==> src/rtl/dram_fchg_pkg.sv <==
package dram_fchg_pkg;

   typedef enum logic [3:0] {
      ST_IDLE,
      ST_ENTER,
      ST_WAIT_CKSRE,
      ST_SWITCH,
      ST_WAIT_CKSRX,
      ST_EXIT,
      ST_WAIT_XP,
      ST_DLL_RESET,
      ST_MOD_GAP_A,
      ST_MRS_UPDATE,
      ST_MOD_GAP_B,
      ST_WAIT_LOCK,
      ST_DONE
   } seq_state_e;

   typedef enum logic [2:0] {
      CMD_NOP = 3'd0,
      CMD_MRS = 3'd1,
      CMD_PDE = 3'd2,
      CMD_PDX = 3'd3,
      CMD_SRE = 3'd4,
      CMD_SRX = 3'd5
   } dram_cmd_e;

   localparam logic [1:0] MR_SEL_DLL = 2'd0;
   localparam logic [1:0] MR_SEL_CWL = 2'd2;

endpackage

==> src/rtl/dram_fchg_timer.sv <==
module dram_fchg_timer #(
   parameter int CW = 10
) (
   input  logic          clk,
   input  logic          rst_n,
   input  logic          load,
   input  logic [CW-1:0] load_val,
   output logic          expired
);

   logic [CW-1:0] cnt_q;

   always_ff @(posedge clk) begin
      if (!rst_n) begin
         cnt_q <= '0;
      end else if (load) begin
         cnt_q <= load_val;
      end else if (cnt_q != '0) begin
         cnt_q <= cnt_q - 1'b1;
      end
   end

   assign expired = (cnt_q == '0);

endmodule

==> src/rtl/dram_fchg_admit.sv <==
module dram_fchg_admit #(
   parameter int FW       = 4,
   parameter int FREQ_MIN = 2,
   parameter int FREQ_MAX = 9
) (
   input  logic          clk,
   input  logic          rst_n,
   input  logic          req_valid,
   input  logic [FW-1:0] req_freq,
   input  logic          banks_closed,
   input  logic          seq_idle,
   output logic          accept,
   output logic          illegal_q,
   output logic          dll_off_q
);

   localparam logic [FW-1:0] LO_CODE = FW'(FREQ_MIN);
   localparam logic [FW-1:0] HI_CODE = FW'(FREQ_MAX);
   localparam int            TOP_CODE = (1 << FW) - 1;

   logic lo_ok;
   logic hi_ok;
   logic state_ok;
   logic in_range;

   generate
      if (FREQ_MIN == 0) begin : g_lo_open
         assign lo_ok = 1'b1;
      end else begin : g_lo_cmp
         assign lo_ok = (req_freq >= LO_CODE);
      end
      if (FREQ_MAX == TOP_CODE) begin : g_hi_open
         assign hi_ok = 1'b1;
      end else begin : g_hi_cmp
         assign hi_ok = (req_freq <= HI_CODE);
      end
   endgenerate

   assign in_range = lo_ok & hi_ok;
   assign state_ok = seq_idle & banks_closed;
   assign accept   = req_valid & state_ok & in_range;

   always_ff @(posedge clk) begin
      if (!rst_n) begin
         illegal_q <= 1'b0;
         dll_off_q <= 1'b0;
      end else begin
         illegal_q <= req_valid & ~state_ok;
         dll_off_q <= req_valid & state_ok & ~in_range;
      end
   end

endmodule

==> src/rtl/dram_fchg_fsm.sv <==
module dram_fchg_fsm
   import dram_fchg_pkg::*;
#(
   parameter int FW          = 4,
   parameter int CW          = 10,
   parameter int AW          = 14,
   parameter int DLL_RST_BIT = 8
) (
   input  logic          clk,
   input  logic          rst_n,
   input  logic          accept,
   input  logic [FW-1:0] req_freq,
   input  logic          req_use_sr,
   input  logic [AW-1:0] mr0_val,
   input  logic [AW-1:0] mr2_val,
   input  logic          odt_req,
   input  logic [CW-1:0] t_cksre,
   input  logic [CW-1:0] t_cksrx,
   input  logic [CW-1:0] t_xp,
   input  logic [CW-1:0] t_mod,
   input  logic [CW-1:0] t_dllk,
   input  logic          clk_sw_ack,
   input  logic          tmr_expired,
   output logic          tmr_load,
   output logic [CW-1:0] tmr_val,
   output logic          cke,
   output logic          odt,
   output logic [2:0]    cmd,
   output logic [1:0]    cmd_ba,
   output logic [AW-1:0] cmd_addr,
   output logic          clk_sw_en,
   output logic [FW-1:0] clk_freq,
   output logic          busy,
   output logic          done,
   output logic          seq_idle
);

   localparam logic [AW-1:0] DLL_RST_MASK = AW'(1) << DLL_RST_BIT;

   seq_state_e    st_q, st_d;
   logic [FW-1:0] freq_q;
   logic          sr_q;
   logic [AW-1:0] mr0_q;
   logic [AW-1:0] mr2_q;
   dram_cmd_e     cmd_e;

   // capture request fields at acceptance
   always_ff @(posedge clk) begin
      if (!rst_n) begin
         freq_q <= '0;
         sr_q   <= 1'b0;
         mr0_q  <= '0;
         mr2_q  <= '0;
      end else if (accept) begin
         freq_q <= req_freq;
         sr_q   <= req_use_sr;
         mr0_q  <= mr0_val;
         mr2_q  <= mr2_val;
      end
   end

   always_ff @(posedge clk) begin
      if (!rst_n) st_q <= ST_IDLE;
      else        st_q <= st_d;
   end

   // next state and timer loads
   always_comb begin
      st_d     = st_q;
      tmr_load = 1'b0;
      tmr_val  = '0;
      unique case (st_q)
         ST_IDLE:       if (accept) st_d = ST_ENTER;
         ST_ENTER: begin
            tmr_load = 1'b1;
            tmr_val  = t_cksre;
            st_d     = ST_WAIT_CKSRE;
         end
         ST_WAIT_CKSRE: if (tmr_expired) st_d = ST_SWITCH;
         ST_SWITCH: begin
            if (clk_sw_ack) begin
               tmr_load = 1'b1;
               tmr_val  = t_cksrx;
               st_d     = ST_WAIT_CKSRX;
            end
         end
         ST_WAIT_CKSRX: if (tmr_expired) st_d = ST_EXIT;
         ST_EXIT: begin
            tmr_load = 1'b1;
            tmr_val  = t_xp;
            st_d     = ST_WAIT_XP;
         end
         ST_WAIT_XP:    if (tmr_expired) st_d = ST_DLL_RESET;
         ST_DLL_RESET: begin
            tmr_load = 1'b1;
            tmr_val  = t_mod;
            st_d     = ST_MOD_GAP_A;
         end
         ST_MOD_GAP_A:  if (tmr_expired) st_d = ST_MRS_UPDATE;
         ST_MRS_UPDATE: begin
            tmr_load = 1'b1;
            tmr_val  = t_mod;
            st_d     = ST_MOD_GAP_B;
         end
         ST_MOD_GAP_B: begin
            if (tmr_expired) begin
               tmr_load = 1'b1;
               tmr_val  = t_dllk;
               st_d     = ST_WAIT_LOCK;
            end
         end
         ST_WAIT_LOCK:  if (tmr_expired) st_d = ST_DONE;
         ST_DONE:       st_d = ST_IDLE;
         default:       st_d = ST_IDLE;
      endcase
   end

   // pin levels and commands decoded from state
   always_comb begin
      cke       = 1'b1;
      odt       = 1'b0;
      cmd_e     = CMD_NOP;
      cmd_ba    = '0;
      cmd_addr  = '0;
      clk_sw_en = 1'b0;
      done      = 1'b0;
      unique case (st_q)
         ST_IDLE:  odt = odt_req;
         ST_ENTER: begin
            cke   = 1'b0;
            cmd_e = sr_q ? CMD_SRE : CMD_PDE;
         end
         ST_WAIT_CKSRE, ST_WAIT_CKSRX: cke = 1'b0;
         ST_SWITCH: begin
            cke       = 1'b0;
            clk_sw_en = 1'b1;
         end
         ST_EXIT:  cmd_e = sr_q ? CMD_SRX : CMD_PDX;
         ST_DLL_RESET: begin
            cmd_e    = CMD_MRS;
            cmd_ba   = MR_SEL_DLL;
            cmd_addr = mr0_q | DLL_RST_MASK;
         end
         ST_MRS_UPDATE: begin
            cmd_e    = CMD_MRS;
            cmd_ba   = MR_SEL_CWL;
            cmd_addr = mr2_q;
         end
         ST_DONE:  done = 1'b1;
         default:  ;
      endcase
   end

   assign cmd      = cmd_e;
   assign clk_freq = freq_q;
   assign seq_idle = (st_q == ST_IDLE);
   assign busy     = ~seq_idle;

endmodule

==> src/rtl/dram_fchg_seq.sv <==
module dram_fchg_seq #(
   parameter int FW          = 4,
   parameter int CW          = 10,
   parameter int AW          = 14,
   parameter int FREQ_MIN    = 2,
   parameter int FREQ_MAX    = 9,
   parameter int DLL_RST_BIT = 8
) (
   input  logic          clk,
   input  logic          rst_n,
   input  logic          req_valid,
   input  logic [FW-1:0] req_freq,
   input  logic          req_use_sr,
   input  logic          banks_closed,
   input  logic          odt_req,
   input  logic [AW-1:0] mr0_val,
   input  logic [AW-1:0] mr2_val,
   input  logic [CW-1:0] t_cksre,
   input  logic [CW-1:0] t_cksrx,
   input  logic [CW-1:0] t_xp,
   input  logic [CW-1:0] t_mod,
   input  logic [CW-1:0] t_dllk,
   input  logic          clk_sw_ack,
   output logic          cke,
   output logic          odt,
   output logic [2:0]    cmd,
   output logic [1:0]    cmd_ba,
   output logic [AW-1:0] cmd_addr,
   output logic          clk_sw_en,
   output logic [FW-1:0] clk_freq,
   output logic          busy,
   output logic          done,
   output logic          illegal,
   output logic          dll_off_needed
);

   generate
      if (FREQ_MIN > FREQ_MAX) begin : g_bad_range
         $error("FREQ_MIN must not exceed FREQ_MAX");
      end
      if (FREQ_MAX >= (1 << FW)) begin : g_bad_code
         $error("FREQ_MAX does not fit in FW bits");
      end
      if (DLL_RST_BIT >= AW) begin : g_bad_bit
         $error("DLL_RST_BIT lies outside the address width");
      end
      if (CW < 1) begin : g_bad_cw
         $error("CW must be at least 1");
      end
   endgenerate

   logic          accept;
   logic          seq_idle;
   logic          tmr_load;
   logic [CW-1:0] tmr_val;
   logic          tmr_expired;

   dram_fchg_admit #(
      .FW       (FW),
      .FREQ_MIN (FREQ_MIN),
      .FREQ_MAX (FREQ_MAX)
   ) i_admit (
      .clk          (clk),
      .rst_n        (rst_n),
      .req_valid    (req_valid),
      .req_freq     (req_freq),
      .banks_closed (banks_closed),
      .seq_idle     (seq_idle),
      .accept       (accept),
      .illegal_q    (illegal),
      .dll_off_q    (dll_off_needed)
   );

   dram_fchg_timer #(
      .CW (CW)
   ) i_timer (
      .clk      (clk),
      .rst_n    (rst_n),
      .load     (tmr_load),
      .load_val (tmr_val),
      .expired  (tmr_expired)
   );

   dram_fchg_fsm #(
      .FW          (FW),
      .CW          (CW),
      .AW          (AW),
      .DLL_RST_BIT (DLL_RST_BIT)
   ) i_fsm (
      .clk         (clk),
      .rst_n       (rst_n),
      .accept      (accept),
      .req_freq    (req_freq),
      .req_use_sr  (req_use_sr),
      .mr0_val     (mr0_val),
      .mr2_val     (mr2_val),
      .odt_req     (odt_req),
      .t_cksre     (t_cksre),
      .t_cksrx     (t_cksrx),
      .t_xp        (t_xp),
      .t_mod       (t_mod),
      .t_dllk      (t_dllk),
      .clk_sw_ack  (clk_sw_ack),
      .tmr_expired (tmr_expired),
      .tmr_load    (tmr_load),
      .tmr_val     (tmr_val),
      .cke         (cke),
      .odt         (odt),
      .cmd         (cmd),
      .cmd_ba      (cmd_ba),
      .cmd_addr    (cmd_addr),
      .clk_sw_en   (clk_sw_en),
      .clk_freq    (clk_freq),
      .busy        (busy),
      .done        (done),
      .seq_idle    (seq_idle)
   );

endmodule

==> config.mk <==
export PLATFORM = sky130hd
export DESIGN_NAME = dram_fchg_seq
export DESIGN_NICKNAME = d
export VERILOG_FILES = /design/src/rtl/dram_fchg_pkg.sv /design/src/rtl/dram_fchg_timer.sv /design/src/rtl/dram_fchg_admit.sv /design/src/rtl/dram_fchg_fsm.sv /design/src/rtl/dram_fchg_seq.sv
export SDC_FILE = /design/constraint.sdc
export NUM_CORES = 1
export LEC_CHECK = 0
export ABC_AREA = 0
export BUFFER_PORTS_ARGS = -buffer_cell sky130_fd_sc_hd__buf_2
export CAP_MARGIN = 25
export CORE_MARGIN = 10
export CORE_UTILIZATION = 44
export DETAILED_ROUTE_END_ITERATION = 16
export PLACE_DENSITY = 0.8
export SKIP_CTS_REPAIR_TIMING = 1
export SLEW_MARGIN = 20
export SYNTH_ARGS = -nofsm -noshare
export SYNTH_HDL_FRONTEND = slang
export SYNTH_SLANG_ARGS = --single-unit
==> constraint.sdc <==
create_clock -name clk -period 1.47 [get_ports clk]
set_input_delay 0.2205 -clock clk [delete_from_list [all_inputs] [get_ports clk]]
set_output_delay 0.2205 -clock clk [all_outputs]
set_load 0.005 [all_outputs]
==> flow_summary.yaml <==
run_status:
  status: "finished with violations"
  violations: "setup timing"
logic_synthesis:
  synth-simple-area-share_pct: 28.9
  yosysTopAreaCell: "dfxtp_1"
  synth_area_leaders: "dfxtp_1 (34%), nand2_1 (11%), a21oi_1 (7.6%)"
  synth_ff_type: "dfxtp_1"
  netlist.area_leader.share_pct: 34.0
  synth.distinct_cells: 61
  synth-xor-area-share_pct: 1.24
  yosysMostFrequentCell: "nand2_1"
  synth_adder_area_share_pct: 0.884
  netlist_area_um2: 2830
  avgSynthCellArea_um2: 7.82
  synth_nets: 453
  yosys_warnings: 0
  synth_mux_area_share_pct: 1.77
  ys_seq_area_share_pct: 34.0
  async_reset_ff_share_pct: 0
  synth_top_family_by_area: "simple AND/OR/NAND/NOR gates"
  synth_edf_count: 0
  synth_common_cells: "nand2_1 (85), dfxtp_1 (48), a21oi_1 (43)"
  syn_inst: 362
  ys_seq_elements: 48
  synth-compound-area-share_pct: 26.8
cells_and_area:
  drive_above_1_share_pct: 59.9
  diodes: 0
  syn_to_final_growth_pct: 68.6
  final_nets: 614
  fin_area_um2: 4770
  fill_cells: 408
pwr:
  p_leak_nw: 2.00
  powerDensity_nw_per_um2: 1470
  internal_power_w: 0.00413
  clockPowerShare_pct: 15.2
  combPwrFrac_pct: 58.4
  switchingPower_w: 0.00287
  p_seq_share_pct: 26.4
  netSwitchingFraction_pct: 41.0
  vdd.ir_drop.worst_uv: 960
clocking:
  tritoncts: "done"
  cts.sinks: 48
  clkTransAtPathRegs_ps: 110
  clock_latency_ps: 330
  cts_buffers: 5
  cts_root_buf: "clkbuf_8"
  cts_buffer_depth: 2
  h-tree-depth: 2
die:
  fp.dieArea_um2: 10000
  core-area_um2: 6310
  ios: 119
  std_cell_rows: 29
  dieWidth_um: 100
  initial_utilization_pct: 44.8
  fp.dieH_um: 100
routing:
  drtPass1Iterations: 6
  viasPerCell: 6.14
  drt-total-wl_um: 13000
  drtIter0Drc: 244
  route.vias.total: 3690
  wire_per_inst_um: 21.7
  drc: 0
  postRouteAntennaNets: 0
job:
  max_cap_violations: 0
place:
  io_buffers: 116
  postPlaceCellArea_um2: 3800
  post-place-ws_ps: -266
  dpl.hpwl_um: 7700
  gp_congestion: 0.966
sta:
  post-route-period-util_pct: 132
  timing.final.ws_setup_ps: -474
  timing.slew.headroom_pct: 62.4
  setup_viol: 68
  finalMaxSlewViolations: 0
  fin_crit_ps: 1940
  finClkSkew_ps: 12.4
  rsz0062_at_grt: "yes"
  clock.fmax_mhz: 514
  hold_viol_final: 0
  tightest_slew_ps: 564
worst_setup_path:
  cp_max_fo: 8
  startpoint_type: "flip-flop"
  arrival_ps: 1720
  worstPathRequired_ps: 1250
  critPathCaptureType: "primary output"
  path_class: "flip-flop to primary output"
grt:
  grt_start_max_net_pins: 33
  grt-ovfl-total: 0
  grt_pass1_vias: 3317
  grt_pass1_wl_um: 15700
  grtUsageTotal_pct: 18.7
  antenna_found_initial: 0
worst_hold_path:
  hp-class: "input pin to flip-flop"
## final cells by class
class,count,area [um^2],share of cell area (%)
Tap cell,77,96.3,2.02
Multi-Input combinational cell,279,2230,46.6
Timing Repair Buffer,184,1330,27.9
Inverter,5,21.3,0.446
Sequential cell,48,983,20.6
Clock inverter,3,46.3,0.970
Clock buffer,5,68.8,1.44
## stage by stage
stage | total power, W | TNS (ps) | hold WS (ps) | cells | utilization (%)
final | 0.00700 | -18730 | 132 | 601 | 75.6
after global routing | 0.00730 | -21690 | 131 | 601 | 75.6
after CTS | 0.00586 | -20600 | 127 | 581 | 62.0
after detailed placement | 0.00485 | -12040 | 448 | 573 | 60.2
after global placement | 0.00476 | -9070 | 442 | 573 | 60.2
after floorplan | 0.00374 | -605 | 309 | 362 | -
## layout by cell type, fill, tap and decap left out, drive strengths merged, types with 2 or more instances in the layout
| master | n |
|---|---|
| buf | 179 |
| nand2 | 88 |
| dfxtp | 48 |
| a21oi | 43 |
| o21ai | 22 |
| a22o | 15 |
| nor2 | 13 |
| nor3 | 11 |
| clkbuf | 10 |
| a222oi | 7 |
| nand3 | 7 |
| a22oi | 7 |
| and2 | 6 |
| inv | 6 |
| mux2i | 5 |
| a31oi | 5 |
| nor4 | 4 |
| and3 | 4 |
| a221oi | 3 |
| a211oi | 3 |
| nor2b | 3 |
| nor4bb | 2 |
| and3b | 2 |
| xor2 | 2 |
| xnor2 | 2 |
| ha | 2 |
| or3 | 2 |
| o21bai | 2 |
| a21boi | 2 |
## worst max-delay path: stages, from the launching register on
cell      delay (ps)
dfxtp_4          380
buf_12           130
nor4bb_4         280
buf_4            200
buf_12           130
a22o_1           160
buf_2            130
## path summary, 6_finish.rpt
kind / start / slack [ps] / to / cells past startpoint
worst max-delay path: i_fsm.st_q[2] / -470 / cmd_addr[0] / 6
worst min-delay path: mr0_val[10] / 130 / i_fsm.mr0_q[10] / 3
worst max register to register: i_fsm.st_q[3] / -300 / i_fsm.mr2_q[9] / 8
worst min register to register: i_fsm.clk_freq[2] / 470 / i_fsm.clk_freq[2] / 2
## power groups by stage
| stage | Sequential, W | Clock (W) | Combinational, W |
|---|---|---|---|
| 2_1_floorplan | 0.00177 | 0 | 0.00196 |
| 3_5_place_dp | 0.00180 | 0 | 0.00304 |
| 6_report | 0.00185 | 0.00106 | 0.00409 |
| 5_1_grt | 0.00187 | 0.00110 | 0.00433 |
| 4_1_cts | 0.00178 | 0.00102 | 0.00306 |
| 3_3_place_gp | 0.00179 | 0 | 0.00296 |
## sequential cells by signal, indices dropped and copies added (netlist names)
register / flops
i_fsm.mr2_q: 14
i_fsm.sr_q: 1
i_fsm.st_q: 4
i_admit.illegal_q: 1
i_admit.dll_off_q: 1
i_timer.cnt_q: 10
i_fsm.mr0_q: 13
i_fsm.clk_freq: 4
## cell families (layout without fill, tap and decap cells)
group	Yosys count	after routing
mux	5	5
buf+inv	35	197
compound gates	115	115
fa+ha+maj	2	2
xor+xnor	4	4
flops	48	48
simple gates	152	152
other cells	1	1
## metal layers
layer | part of all wire (%) | GRT usage (%)
met5 | 0 | 0
met3 | 8.4 | 6.94
met4 | 4.4 | 6.20
met2 | 51 | 32.6
met1 | 36 | 20.4
Note: power is estimated with default switching activity, not from simulation.
